**src/rtl/vram_pkg.sv**
```systemverilog
package vram_pkg;

  // Bus word and pixels per fetch are the same quantity: one bit per pixel.
  localparam int WORD_W  = 16;
  // Clocks from the decode of an address phase to the capture of read data.
  localparam int CAP_LAG = 3;

  typedef struct packed {
    logic              wr;
    logic [WORD_W-1:0] addr;
    logic [WORD_W-1:0] data;
  } draw_op_t;

endpackage

```
**src/rtl/vram_raster.sv**
```systemverilog
module vram_raster #(
  parameter int H_ACT = 640,
  parameter int H_FP  = 16,
  parameter int H_SW  = 96,
  parameter int H_BP  = 48,
  parameter int V_ACT = 480,
  parameter int V_FP  = 10,
  parameter int V_SW  = 2,
  parameter int V_BP  = 33,
  parameter int PXW   = 4
) (
  input  logic           clk,
  input  logic           rst,
  output logic [PXW-1:0] px,
  output logic           grp_act,
  output logic           frame_last,
  output logic           hs_raw,
  output logic           vs_raw
);

  localparam int H_TOT = H_ACT + H_FP + H_SW + H_BP;
  localparam int V_TOT = V_ACT + V_FP + V_SW + V_BP;
  localparam int HCW   = $clog2(H_TOT);
  localparam int VCW   = $clog2(V_TOT);
  localparam int H_SS  = H_ACT + H_FP;
  localparam int H_SE  = H_SS + H_SW;
  localparam int V_SS  = V_ACT + V_FP;
  localparam int V_SE  = V_SS + V_SW;

  logic [HCW-1:0] hcnt;
  logic [VCW-1:0] vcnt;
  logic           h_last, v_last;

  assign h_last = (hcnt == HCW'(H_TOT - 1));
  assign v_last = (vcnt == VCW'(V_TOT - 1));

  always_ff @(posedge clk) begin
    if (rst) begin
      hcnt <= '0;
      vcnt <= '0;
    end else if (h_last) begin
      hcnt <= '0;
      vcnt <= v_last ? '0 : vcnt + 1'b1;
    end else begin
      hcnt <= hcnt + 1'b1;
    end
  end

  assign px         = hcnt[PXW-1:0];
  assign frame_last = h_last && v_last;
  assign grp_act    = (hcnt < HCW'(H_ACT)) && (vcnt < VCW'(V_ACT));
  assign hs_raw     = (hcnt >= HCW'(H_SS)) && (hcnt < HCW'(H_SE));
  assign vs_raw     = (vcnt >= VCW'(V_SS)) && (vcnt < VCW'(V_SE));

endmodule

```
**src/rtl/vram_delay.sv**
```systemverilog
module vram_delay #(
  parameter int           W       = 1,
  parameter int           DEPTH   = 1,
  parameter logic [W-1:0] RST_VAL = '0
) (
  input  logic         clk,
  input  logic         rst,
  input  logic [W-1:0] din,
  output logic [W-1:0] dout
);

  if (DEPTH == 1) begin : g_single
    always_ff @(posedge clk) begin
      if (rst) dout <= RST_VAL;
      else     dout <= din;
    end
  end else begin : g_chain
    logic [DEPTH-1:0][W-1:0] stg;
    always_ff @(posedge clk) begin
      if (rst) stg <= {DEPTH{RST_VAL}};
      else     stg <= {stg[DEPTH-2:0], din};
    end
    assign dout = stg[DEPTH-1];
  end

endmodule

```
**src/rtl/vram_bus_seq.sv**
```systemverilog
module vram_bus_seq
  import vram_pkg::*;
#(
  parameter int PXW     = 4,
  parameter int DISP_PX = 0,
  parameter int DRAW_PX = 8
) (
  input  logic              clk,
  input  logic              rst,
  input  logic [PXW-1:0]    px,
  input  logic              disp_go,
  input  logic [WORD_W-1:0] disp_addr,
  input  logic              draw_go,
  input  draw_op_t          draw_op,
  input  logic [WORD_W-1:0] mem_ad_in,
  output logic              mem_ale,
  output logic              mem_ad_oe,
  output logic              mem_we,
  output logic [WORD_W-1:0] mem_ad_out,
  output logic [WORD_W-1:0] disp_word,
  output logic [WORD_W-1:0] rd_word,
  output logic              rd_valid
);

  logic disp_adr_ph, disp_cap_ph, draw_adr_ph, draw_dat_ph, draw_cap_ph;

  assign disp_adr_ph = disp_go && (px == PXW'(DISP_PX));
  assign disp_cap_ph = disp_go && (px == PXW'(DISP_PX + CAP_LAG));
  assign draw_adr_ph = draw_go && (px == PXW'(DRAW_PX));
  assign draw_dat_ph = draw_go && draw_op.wr && (px == PXW'(DRAW_PX + 1));
  assign draw_cap_ph = draw_go && !draw_op.wr && (px == PXW'(DRAW_PX + CAP_LAG));

  always_ff @(posedge clk) begin
    if (rst) begin
      mem_ale    <= 1'b0;
      mem_ad_oe  <= 1'b0;
      mem_we     <= 1'b0;
      mem_ad_out <= '0;
      disp_word  <= '0;
      rd_word    <= '0;
      rd_valid   <= 1'b0;
    end else begin
      mem_ale   <= disp_adr_ph || draw_adr_ph;
      mem_we    <= draw_dat_ph;
      mem_ad_oe <= disp_adr_ph || draw_adr_ph || draw_dat_ph;
      rd_valid  <= draw_cap_ph;
      if (disp_adr_ph)      mem_ad_out <= disp_addr;
      else if (draw_adr_ph) mem_ad_out <= draw_op.addr;
      else if (draw_dat_ph) mem_ad_out <= draw_op.data;
      if (disp_cap_ph) disp_word <= mem_ad_in;
      if (draw_cap_ph) rd_word   <= mem_ad_in;
    end
  end

endmodule

```
**src/rtl/vram_serializer.sv**
```systemverilog
module vram_serializer #(
  parameter int W = 16
) (
  input  logic         clk,
  input  logic         rst,
  input  logic         load,
  input  logic [W-1:0] load_word,
  input  logic         load_vis,
  output logic         pix
);

  logic [W-1:0] sh;
  logic         vis;

  always_ff @(posedge clk) begin
    if (rst) begin
      sh  <= '0;
      vis <= 1'b0;
      pix <= 1'b0;
    end else begin
      pix <= sh[W-1] & vis;
      if (load) begin
        sh  <= load_word;
        vis <= load_vis;
      end else begin
        sh  <= {sh[W-2:0], 1'b0};
      end
    end
  end

endmodule

```
**src/rtl/mono_vram_ctrl.sv**
```systemverilog
module mono_vram_ctrl
  import vram_pkg::*;
#(
  parameter int ADDR_W = 15,
  parameter int H_ACT  = 640,
  parameter int H_FP   = 16,
  parameter int H_SW   = 96,
  parameter int H_BP   = 48,
  parameter int V_ACT  = 480,
  parameter int V_FP   = 10,
  parameter int V_SW   = 2,
  parameter int V_BP   = 33
) (
  input  logic              clk,
  input  logic              rst,
  input  logic [ADDR_W-1:0] disp_base,
  input  logic              draw_req,
  input  logic              draw_we,
  input  logic [ADDR_W-1:0] draw_addr,
  input  logic [15:0]       draw_wdata,
  output logic              draw_ack,
  output logic [15:0]       draw_rdata,
  output logic              draw_rvalid,
  output logic              mem_ale,
  output logic              mem_ad_oe,
  output logic              mem_we,
  output logic [15:0]       mem_ad_out,
  input  logic [15:0]       mem_ad_in,
  output logic              pix_out,
  output logic              hsync_n,
  output logic              vsync_n
);

  localparam int PXW     = $clog2(WORD_W);
  localparam int DISP_PX = 0;
  localparam int DRAW_PX = WORD_W / 2;
  localparam int LAT     = WORD_W + 1;   // one fetch period plus the pixel register

  logic [PXW-1:0] px;
  logic           grp_act, frame_last, hs_raw, vs_raw;

  vram_raster #(
    .H_ACT(H_ACT), .H_FP(H_FP), .H_SW(H_SW), .H_BP(H_BP),
    .V_ACT(V_ACT), .V_FP(V_FP), .V_SW(V_SW), .V_BP(V_BP),
    .PXW(PXW)
  ) u_raster (
    .clk        (clk),
    .rst        (rst),
    .px         (px),
    .grp_act    (grp_act),
    .frame_last (frame_last),
    .hs_raw     (hs_raw),
    .vs_raw     (vs_raw)
  );

  // Refresh address: linear walk from the base, reloaded once per frame.
  logic [ADDR_W-1:0] dptr;

  always_ff @(posedge clk) begin
    if (rst || frame_last)                       dptr <= disp_base;
    else if (grp_act && px == PXW'(DISP_PX))     dptr <= dptr + 1'b1;
  end

  // Drawing request is sampled once per period, just before its slot.
  draw_op_t op_q;
  logic     op_vld;

  always_ff @(posedge clk) begin
    if (rst) begin
      op_vld   <= 1'b0;
      draw_ack <= 1'b0;
      op_q     <= '0;
    end else begin
      draw_ack <= 1'b0;
      if (px == PXW'(DRAW_PX - 1)) begin
        op_vld   <= draw_req;
        draw_ack <= draw_req;
        if (draw_req) op_q <= '{wr: draw_we, addr: WORD_W'(draw_addr), data: draw_wdata};
      end
    end
  end

  logic [WORD_W-1:0] disp_word;

  vram_bus_seq #(
    .PXW(PXW), .DISP_PX(DISP_PX), .DRAW_PX(DRAW_PX)
  ) u_bus (
    .clk        (clk),
    .rst        (rst),
    .px         (px),
    .disp_go    (grp_act),
    .disp_addr  (WORD_W'(dptr)),
    .draw_go    (op_vld),
    .draw_op    (op_q),
    .mem_ad_in  (mem_ad_in),
    .mem_ale    (mem_ale),
    .mem_ad_oe  (mem_ad_oe),
    .mem_we     (mem_we),
    .mem_ad_out (mem_ad_out),
    .disp_word  (disp_word),
    .rd_word    (draw_rdata),
    .rd_valid   (draw_rvalid)
  );

  vram_serializer #(.W(WORD_W)) u_ser (
    .clk       (clk),
    .rst       (rst),
    .load      (px == PXW'(WORD_W - 1)),
    .load_word (disp_word),
    .load_vis  (grp_act),
    .pix       (pix_out)
  );

  vram_delay #(.W(2), .DEPTH(LAT), .RST_VAL(2'b11)) u_sync_dly (
    .clk  (clk),
    .rst  (rst),
    .din  ({~hs_raw, ~vs_raw}),
    .dout ({hsync_n, vsync_n})
  );

endmodule

```
**config.mk**
```make
export PLATFORM = sky130hd
export DESIGN_NAME = mono_vram_ctrl
export DESIGN_NICKNAME = d
export VERILOG_FILES = /design/src/rtl/vram_pkg.sv /design/src/rtl/vram_raster.sv /design/src/rtl/vram_delay.sv /design/src/rtl/vram_bus_seq.sv /design/src/rtl/vram_serializer.sv /design/src/rtl/mono_vram_ctrl.sv
export SDC_FILE = /design/constraint.sdc
export NUM_CORES = 1
export LEC_CHECK = 0
export ABC_AREA = 1
export BUFFER_PORTS_ARGS = -buffer_cell sky130_fd_sc_hd__clkbuf_2
export CAP_MARGIN = 25
export CORE_UTILIZATION = 45
export CTS_BUF_LIST = sky130_fd_sc_hd__clkbuf_8
export CTS_CLUSTER_DIAMETER = 40
export DETAILED_ROUTE_END_ITERATION = 10
export HOLD_SLACK_MARGIN = 0.03
export PLACE_DENSITY = 0.68
export SLEW_MARGIN = 20
export SYNTH_ARGS = -nofsm -noshare
export SYNTH_HDL_FRONTEND = slang
export SYNTH_SLANG_ARGS = --single-unit
```
**constraint.sdc**
```tcl
create_clock -name clk -period 2.2 [get_ports clk]
set_input_delay 0.11 -clock clk [delete_from_list [all_inputs] [get_ports clk]]
set_output_delay 0.11 -clock clk [all_outputs]
set_load 0.01 [all_outputs]
```
==> results of run 1 <==
cells in the mapped netlist, types with 2 or more instances:
library cell    n  share of area (%)
a21oi_1        74                5.2
buf_1           5               0.26
buf_2           7               0.49
buf_4           3               0.32
buf_6           3               0.48
clkbuf_1       31                1.6
dfxtp_1       158                 45
edfxtp_1       15                6.3
ha_1            6                1.1
inv_1          61                3.2
inv_2           3               0.16
nand2_1       198                 10
nand2_2         2               0.18
nand2_4         2               0.32
nand3_1        57                4.0
nand4_1        38                3.3
nand4_4         2               0.60
nor2_1        102                5.4
nor2_4          2               0.32
nor3_1          8               0.56
nor4_1          2               0.18
o21ai_0        56                3.9
o21bai_1       17                1.8
or2_2          33                2.9
xnor2_1         2               0.25
xor2_1          4               0.49
registers in the layout, summed over array words and instances, names as in the netlist:
name and count:
u_raster.hcnt 10, u_bus.disp_word 16, u_sync_dly.g_chain.stg 32, u_ser.vis 1, u_sync_dly.dout 2, draw_ack 1, dptr 15, op_vld 1
u_bus.mem_ad_out 16, u_ser.pix 1, u_bus.mem_ad_oe 1, op_q 32, u_raster.vcnt 10, u_bus.mem_ale 1, u_ser.sh 16, u_bus.mem_we 1
u_bus.rd_word 16, u_bus.rd_valid 1
power groups by stage:
stage                     Sequential (W)  Combinational, W  Clock [W]
after floorplan                  0.00348          0.000426          0
after global placement           0.00349          0.000625          0
after detailed placement         0.00349          0.000634          0
after CTS                        0.00342          0.000725    0.00224
after global routing             0.00344          0.000828    0.00238
final                            0.00342          0.000732    0.00219
worst max-delay path by stage:
stage                     startpoint       end
detailed placement  u_raster.hcnt[0]  dptr[11]
global route        u_raster.hcnt[0]   dptr[0]
CTS                 u_raster.hcnt[0]   dptr[5]
floorplan           u_raster.hcnt[0]   dptr[0]
global placement    u_raster.hcnt[0]  dptr[11]
finish              u_raster.hcnt[0]   dptr[3]
repair_timing:
item / in CTS / in global routing
hold buffers: 64 / 0
hold endpoints to repair: 84 / 0
endpoints found under the setup margin: 0 / 0
final cells by class:
class	count	area, µm²
clock buffer	17	234
clock inverter	15	165
fill	1422	6460
inverter	65	244
multi-input combinational	616	3020
sequential	173	3610
tap	211	264
timing repair buffer	189	1320
metrics by stage:
stage                     util (%)  worst slack, ns  std cells
final                         57.8            0.292       1286
after CTS                     57.8            0.291       1286
after detailed placement      51.0            0.302       1190
after floorplan                  -           0.0281        903
after global routing          57.8            0.134       1286
after global placement        51.0            0.361       1190
critical path: cells and delay by family (launching register included):
kind / cells / cell delay (ns)
DFF: 1 / 0.42
and+or+nand+nor: 6 / 0.72
adders and majority gates: 1 / 0.24
buffers and inverters: 1 / 0.24
cell families after synthesis:
| family | after synthesis |
|---|---|
| xor gates and xnor gates | 6 |
| adders and majority gates | 6 |
| buffers and inverters | 114 |
| DFF | 173 |
| and+or+nand+nor | 452 |
| AOI/OAI and AO/OA | 152 |
per-layer routing:
layer,up-vias,global-route usage [%]
li1,3281,-
met1,2847,29.1
met2,171,32.8
met3,28,5.23
met4,0,8.65
met5,-,0
==> qor.txt, run 1 <==
Hold Path Origin - draw_req
CORE AREA - 15300 µm²
DRT iter0 DRCs - 589
CTS tree - built
fin crit period - 1.91 ns
Synth Area in XOR/XNOR - 0.740%
commonest non-fill, non-tap cell in the layout - nand2_1
Simple-Gate Fraction of Synth Area - 29.2%
CP Data Arrival Time - 2.07 ns
period utilization - 86.7%
mux cell area share after synthesis - 0%
GR Util All Layers - 21.4%
post-synth cell types - 38
setup slack, reg-to-reg - 0.29 ns
Num CTS Buffers - 17
clk_lat worst skew - 0.47 ns
Fin Clk Skew - 0.0210 ns
max incr delay on CP - 0.42 ns
TritonCTS Sinks - 173
Clk network pwr share - 34.5%
clk root buf - clkbuf_8
initial antenna violation count - 0
largest family of logic cells by synthesized area - simple AND/OR/NAND/NOR gates
length of the first detailed-routing pass in iterations - 5
layout cells sized above 1 - 19.2%
Slew HR - 53.1%
share of power burned in registers - 54.0%
Area Overhead vs Synth - 24.7%
vias in the first global route - 5694
status - finished clean
Synth Area in Compound Gates - 11.4%
worst flop-to-flop path startpoint - u_raster.hcnt[0]
detailed placement HPWL - 10900 µm
FFs w/ async S/R, synth - 0%
FP Rows - 45
crit-path max FO - 15
total number of H-tree levels - 4
Residual DRC - 0
CP endpoint kind - register
antenna cells - 0
vias per std cell - 4.92
Vias - 6327
largest net degree at the start of global routing - 50
fin area - 8850 µm²
Post-synth top flop - dfxtp_1
DIE AREA - 16300 µm²
final hold violations - 0
EDFF count, synth - 15
post_cts resized - 0
GP Congestion - 0.830
NetSw - 0.00184 W
Clock Path Buffers - 2
Worst Path Required - 2.36 ns
WL/cell - 13.0 µm
pwr/cell area - 716 nW/µm²
Max-Cap Viols - 0
Worst Tran Pin Value - 0.701 ns
combinational fraction of design power - 11.5%
IR drop worst, VDD - 0.447 mV
Mapped Nets - 975
cell count after synthesis - 903
Int Power - 0.00450 W
wl on met1 - 8060 µm
Nets - 1134
most frequent cells in the layout - nand2_1, dfxtp_1, clkbuf_2, nor2_1, a21oi_1
first-pass GRT wire length - 27400 µm
DIE WIDTH - 128 µm
placed inst area - 7810 µm²
type of origin of the critical path - register
Yosys reg bits - 173
R2R Path End - dptr[3]
uppermost layer routed - met4
Worst R2R Path Depth - 8
sum of negative setup slack - 0 ns
Leak - 3.84 nW
I/O Buffers - 105
CP dominant cell by count - nand2_2
metal2 WL - 7560 µm
hold depth - 3
post-synthesis sequential area ratio - 50.9%
Final Setup Violations - 0
switching share of power - 29.0%
worst-path cell chain - ha_1 > nand2_2 > nor2_8 > nand4_4 > nand2_4 > nand2_2 > nand2_1 > buf_4
mean post-synth cell area - 7.86 µm²
routed wire length - 16800 µm
Min-Delay Path Class - primary input to register
total setup buffers inserted after CTS - 0
mapped cell area - 7100 µm²
Max Fclk - 0.524 GHz
Syn. warnings - 0
GR Overflow Total - 0
starting density of the core - 46.3%
Ports - 106
RSZ-0062 raised after global routing - no
Hold Path Sink - draw_ack
Die H - 128 µm
Final Power - 0.00634 W
Post-Synth Adder-Cell Area - 1.06%
Routed Antenna Nets - 0
clk slew on worst S/H paths - 0.10 ns
Hold Slack - 0.0691 ns
metal3 WL - 823 µm
slowest CP cell - dfxtp_1
WS Path Type - register to register
Slew Limit Fails - 0
Power figures use the tool's default switching activity.
==> run 2: changes to the inputs <==
==> constraint.sdc (replaced) <==
create_clock -name clk -period 2.2 [get_ports clk]
set_input_delay 0.22 -clock clk [delete_from_list [all_inputs] [get_ports clk]]
set_output_delay 0.22 -clock clk [all_outputs]
set_load 0.01 [all_outputs]
==> run 2 against run 1 <==
Net effect: power about the same; clock power about the same; non-clock buffer count decreased by 3; sequential cell count unchanged; core utilization decreased by 0.20 points; largest power group unchanged; highest routed layer unchanged.
==> qor.txt, run 2 (synthesis gave the netlist of run 1 again) <==
CORE AREA - 15300 µm² (unchanged)
CTS Hold Bufs - 61 (was 64)
Area Overhead vs Synth - 24.3% (was 24.7%)
Filler cells - 1425 (was 1422)
Worst Path Required - 2.36 ns (about the same)
total number of H-tree levels - 4 (unchanged)
Fin Clk Skew - 0.0205 ns (was 0.0210 ns)
FP Rows - 45 (unchanged)
GP Congestion - 0.830 (unchanged)
WS Path Type - register to register (unchanged)
DRT iter0 DRCs - 590 (was 589)
Max Fclk - 0.524 GHz (about the same)
pwr/cell area - 718 nW/µm² (was 716 nW/µm²)
vias per std cell - 4.93 (was 4.92)
largest net degree at the start of global routing - 50 (unchanged)
Worst R2R Path Depth - 8 (unchanged)
Residual DRC - 0 (unchanged)
clk root buf - clkbuf_8 (unchanged)
clk slew on worst S/H paths - 0.10 ns (about the same)
post_cts resized - 0 (unchanged)
clk_lat worst skew - 0.47 ns (about the same)
period utilization - 86.7% (about the same)
crit-path max FO - 15 (unchanged)
length of the first detailed-routing pass in iterations - 7 (was 5)
Bufs and invs on worst path - 1 (unchanged)
R2R Path End - dptr[3] (unchanged)
worst flop-to-flop path startpoint - u_raster.hcnt[0] (unchanged)
Max-Cap Viols - 0 (unchanged)
CP Data Arrival Time - 2.07 ns (about the same)
slowest CP cell - dfxtp_1 (unchanged)
Final Power - 0.00634 W (about the same)
Min-Delay Path Class - primary input to register (unchanged)
starting density of the core - 46.3% (unchanged)
initial antenna violation count - 0 (unchanged)
IR drop worst, VDD - 0.448 mV (was 0.447 mV)
total setup buffers inserted after CTS - 0 (unchanged)
CTS tree - built (unchanged)
Worst Tran Pin Value - 0.694 ns (was 0.701 ns)
grt peak-use layer - met2 (unchanged)
worst-path cell chain - ha_1 > nand2_2 > nor2_8 > nand4_4 > nand2_4 > nand2_2 > nand2_1 > buf_4 (unchanged)
antenna cells - 0 (unchanged)
CP dominant cell by count - nand2_2 (unchanged)
Leak - 3.82 nW (was 3.84 nW)
detailed placement HPWL - 10900 µm (unchanged)
met1 Track Usage GR - 29.1% (about the same)
status - finished clean (unchanged)
final hold violations - 0 (unchanged)
GR Util All Layers - 21.4% (about the same)
Final Setup Violations - 0 (unchanged)
fin crit period - 1.91 ns (about the same)
type of origin of the critical path - register (unchanged)
TritonCTS Sinks - 173 (unchanged)
met2 Usage GRT - 32.6% (was 32.8%)
Num CTS Buffers - 17 (unchanged)
Hold Path Sink - u_bus.rd_word[11] (was draw_ack)
max incr delay on CP - 0.42 ns (about the same)
commonest non-fill, non-tap cell in the layout - nand2_1 (unchanged)
CP endpoint kind - register (unchanged)
crit path launch - u_raster.hcnt[0] (unchanged)
Hold Path Origin - mem_ad_in[11] (was draw_req)
Slew HR - 53.6% (was 53.1%)
sum of negative setup slack - 0 ns (unchanged)
Ports - 106 (unchanged)
Die H - 128 µm (unchanged)
GR Overflow Total - 0 (unchanged)
DIE WIDTH - 128 µm (unchanged)
Routed Antenna Nets - 0 (unchanged)
layout cells sized above 1 - 19.2% (about the same)
biggest regs - op_q (32), u_sync_dly.g_chain.stg (32) (unchanged)
I/O Buffers - 105 (unchanged)
routed wire length - 16800 µm (about the same)
crit-path leading delay family - simple AND/OR/NAND/NOR gates (unchanged)
first-pass GRT wire length - 27400 µm (about the same)
setup slack, reg-to-reg - 0.29 ns (about the same)
most frequent cells in the layout - nand2_1, dfxtp_1, clkbuf_2, nor2_1, a21oi_1 (unchanged)
Slew Limit Fails - 0 (unchanged)
grt met3 use - 5.23% (unchanged)
Nets - 1131 (was 1134)
RSZ-0062 raised after global routing - no (unchanged)
DIE AREA - 16300 µm² (unchanged)
hold depth - 3 (unchanged)
vias in the first global route - 5699 (was 5694)
Clock Path Buffers - 2 (unchanged)
WL/cell - 13.1 µm (was 13.0 µm)
Vias - 6324 (was 6327)
-- run 2: worst max path at each step --
stage | end | depth (start not counted)
floorplan | dptr[0] | 9
detailed placement | dptr[11] | 8
finish | dptr[3] | 8
global placement | dptr[11] | 8
global route | dptr[0] | 8
CTS | dptr[5] | 8
-- run 2: final cells by class --
cell class / instances / area (µm²) / area share (%)
clock inverter: 15 / 165 / 1.87
multi-input combinational: 616 / 3020 / 34.2
timing repair buffer: 186 / 1290 / 14.6
clock buffer: 17 / 234 / 2.65
sequential: 173 / 3610 / 41.0
inverter: 65 / 244 / 2.77
tap: 211 / 264 / 2.99
-- run 2: metrics by stage --
stage | instance area, µm² | instances | setup WS [ns] | hold slack [ns] | util [%]
floorplan | 7100 | 903 | 0.0281 | 0.384 | -
global placement | 7810 | 1190 | 0.361 | 0.391 | 51.0
detailed placement | 7810 | 1190 | 0.302 | 0.394 | 51.0
CTS | 8820 | 1283 | 0.291 | 0.0353 | 57.6
global route | 8820 | 1283 | 0.134 | 0.0404 | 57.6
finish | 8820 | 1283 | 0.293 | 0.0509 | 57.6
-- run 2: where the power goes --
group | internal, W | switching, W
sequential | 0.00332 | 0.000101
clock | 0.000861 | 0.00133
combinational | 0.000317 | 0.000410
total | 0.00450 | 0.00184
-- run 2: metal layers --
layer | wire length (µm) | vias to the layer above
met5 | 0 | -
met4 | 364 | 0
met3 | 841 | 30
met2 | 7560 | 175
met1 | 8010 | 2843
li1 | - | 3276
-- run 2: worst register-to-register path, stage by stage (launching register included) --
cell	delay [ns]
dfxtp_1	0.42
ha_1	0.24
nand2_2	0.14
nor2_8	0.13
nand4_4	0.10
nand2_4	0.15
nand2_2	0.12
nand2_1	0.08
buf_4	0.24
==> run 3: changes to the inputs <==
Settings changed: CORE_UTILIZATION 45 to 30, CTS_BUF_LIST sky130_fd_sc_hd__clkbuf_8 to default, PLACE_DENSITY 0.68 to default.
==> run 3 against run 2 <==
Net effect: sequential cell count unchanged; power up 12%; worst setup slack worse by 0.038 ns; sequential power about the same; critical path depth unchanged; core utilization down 20 points; count of clock-buffer cells in the layout up 3; clock skew down 0.0065 ns; largest cell class unchanged.
==> qor.txt, run 3 (synthesis gave the netlist of run 1 again) <==
status - finished clean (unchanged)
clk_lat worst skew - 0.43 ns (was 0.47 ns)
Hold Path Origin - draw_wdata[10] (was mem_ad_in[11])
Die H - 156 µm (was 128 µm)
WS Path Type - register to register (unchanged)
Clock Path Buffers - 2 (unchanged)
Hold Slack - 0.0401 ns (was 0.0509 ns)
Num CTS Buffers - 17 (unchanged)
R2R Path End - dptr[2] (was dptr[3])
WL/cell - 12.3 µm (was 13.1 µm)
GR Overflow Total - 0 (unchanged)
fin area - 8550 µm² (was 8820 µm²)
length of the first detailed-routing pass in iterations - 5 (was 7)
sum of negative setup slack - 0 ns (unchanged)
Fin Clk Skew - 0.0140 ns (was 0.0205 ns)
type of origin of the critical path - register (unchanged)
pwr/cell area - 828 nW/µm² (was 718 nW/µm²)
I/O Buffers - 105 (unchanged)
DIE WIDTH - 156 µm (was 128 µm)
clk slew on worst S/H paths - 0.07 ns (was 0.10 ns)
Max-Cap Viols - 0 (unchanged)
crit-path max FO - 15 (unchanged)
CP Data Arrival Time - 2.07 ns (about the same)
Residual DRC - 0 (unchanged)
Slew Limit Fails - 0 (unchanged)
Storage cell area - 3610 µm² (unchanged)
largest net degree at the start of global routing - 53 (was 50)
period utilization - 88.4% (was 86.7%)
antenna cells - 0 (unchanged)
layout cells sized above 1 - 20.4% (was 19.2%)
total number of H-tree levels - 4 (unchanged)
DIE AREA - 24300 µm² (was 16300 µm²)
final hold violations - 0 (unchanged)
area of the multi-input gates - 3020 µm² (unchanged)
initial antenna violation count - 0 (unchanged)
CORE AREA - 22900 µm² (was 15300 µm²)
Ports - 106 (unchanged)
Final Setup Violations - 0 (unchanged)
Worst Path Required - 2.32 ns (was 2.36 ns)
Routed Antenna Nets - 0 (unchanged)
CTS tree - built (unchanged)
Final Power - 0.00708 W (was 0.00634 W)
first-pass GRT wire length - 26900 µm (was 27400 µm)
vias in the first global route - 5387 (was 5699)
DRT iter0 DRCs - 426 (was 590)
Min-Delay Path Class - primary input to register (unchanged)
hold depth - 3 (unchanged)
CP endpoint kind - register (unchanged)
Slew HR - 50.5% (was 53.6%)
Leak - 3.66 nW (was 3.82 nW)
FP Rows - 55 (was 45)
TritonCTS Sinks - 173 (unchanged)
commonest non-fill, non-tap cell in the layout - nand2_1 (unchanged)
Hold Path Sink - op_q[10] (was u_bus.rd_word[11])
RSZ-0062 raised after global routing - no (unchanged)
Worst R2R Path Depth - 8 (unchanged)
Nets - 1070 (was 1131)
worst flop-to-flop path startpoint - u_raster.hcnt[0] (unchanged)
GP Congestion - 0.830 (unchanged)
fin crit period - 1.95 ns (was 1.91 ns)
Area Overhead vs Synth - 20.4% (was 24.3%)
Max Fclk - 0.514 GHz (was 0.524 GHz)
biggest regs - op_q (32), u_sync_dly.g_chain.stg (32) (unchanged)
routed wire length - 16300 µm (was 16800 µm)
placed inst area - 7940 µm² (was 7810 µm²)
vias per std cell - 4.50 (was 4.93)
CTS Hold Bufs - 0 (was 61)
Filler cells - 2405 (was 1425)
detailed placement HPWL - 11500 µm (was 10900 µm)
Vias - 5960 (was 6324)
setup slack, reg-to-reg - 0.25 ns (was 0.29 ns)
IR drop worst, VDD - 0.443 mV (was 0.448 mV)
GR Util All Layers - 13.9% (was 21.4%)
Worst Tran Pin Value - 0.741 ns (was 0.694 ns)
clk root buf - clkbuf_16 (was clkbuf_8)
most frequent cells in the layout - nand2_1, dfxtp_1, clkbuf_2, nor2_1, a21oi_1 (unchanged)
starting density of the core - 31.0% (was 46.3%)
run 3: layout make-up:
cell class / instances / share of cell area (%)
clock inverter: 12 / 1.45
sequential: 173 / 42.3
tap: 313 / 4.58
multi-input combinational: 616 / 35.3
clock buffer: 20 / 5.59
inverter: 65 / 2.85
timing repair buffer: 125 / 7.95
run 3: worst max-delay path, stage by stage (launching register included):
cell	delay [ns]
dfxtp_1	0.41
ha_1	0.24
nand2_2	0.13
nor2_8	0.12
nand4_4	0.09
nand2_4	0.15
nand2_2	0.16
nand2_1	0.09
buf_4	0.23
run 3: worst max-delay path by stage:
stage / from / to / slack, ns / cells after the start
global placement: u_raster.hcnt[0] / u_raster.vcnt[9] / 0.25 / 10
detailed placement: u_raster.hcnt[0] / u_raster.vcnt[9] / 0.19 / 11
finish: u_raster.hcnt[0] / dptr[2] / 0.25 / 8
floorplan: u_raster.hcnt[0] / dptr[0] / 0.03 / 9
CTS: u_raster.hcnt[0] / u_raster.vcnt[9] / 0.18 / 11
global route: u_raster.hcnt[0] / u_raster.vcnt[9] / 0.02 / 11
run 3: per-stage QoR:
| stage | utilization (%) | setup WS [ns] | instances |
|---|---|---|---|
| 3_3_place_gp | 34.7 | 0.254 | 1292 |
| 2_1_floorplan | - | 0.0281 | 903 |
| 5_1_grt | 37.3 | 0.0216 | 1324 |
| 6_report | 37.3 | 0.255 | 1324 |
| 4_1_cts | 37.3 | 0.176 | 1324 |
| 3_5_place_dp | 34.7 | 0.191 | 1292 |
run 3: metal layers:
layer / vias to the layer above / routed length (µm) / track usage [%]
li1: 3142 / - / -
met1: 2720 / 8260 / 19.4
met2: 87 / 7450 / 21.5
met3: 11 / 474 / 2.83
met4: 0 / 147 / 4.48
met5: - / 0 / 0
run 3: report_power, final:
group	total (W)	leakage, nW	switching (W)	internal [W]
clock network	0.00302	0.289	0.00130	0.00172
registers	0.00342	1.43	0.0000995	0.00332
logic	0.000638	1.94	0.000390	0.000247
total	0.00708	3.66	0.00179	0.00529
run 3: repair_timing:
action | 4_1_cts | 5_1_grt
buffers inserted | 0 | 0
gates resized for setup | 0 | 1
endpoints found under the setup margin | 0 | 3
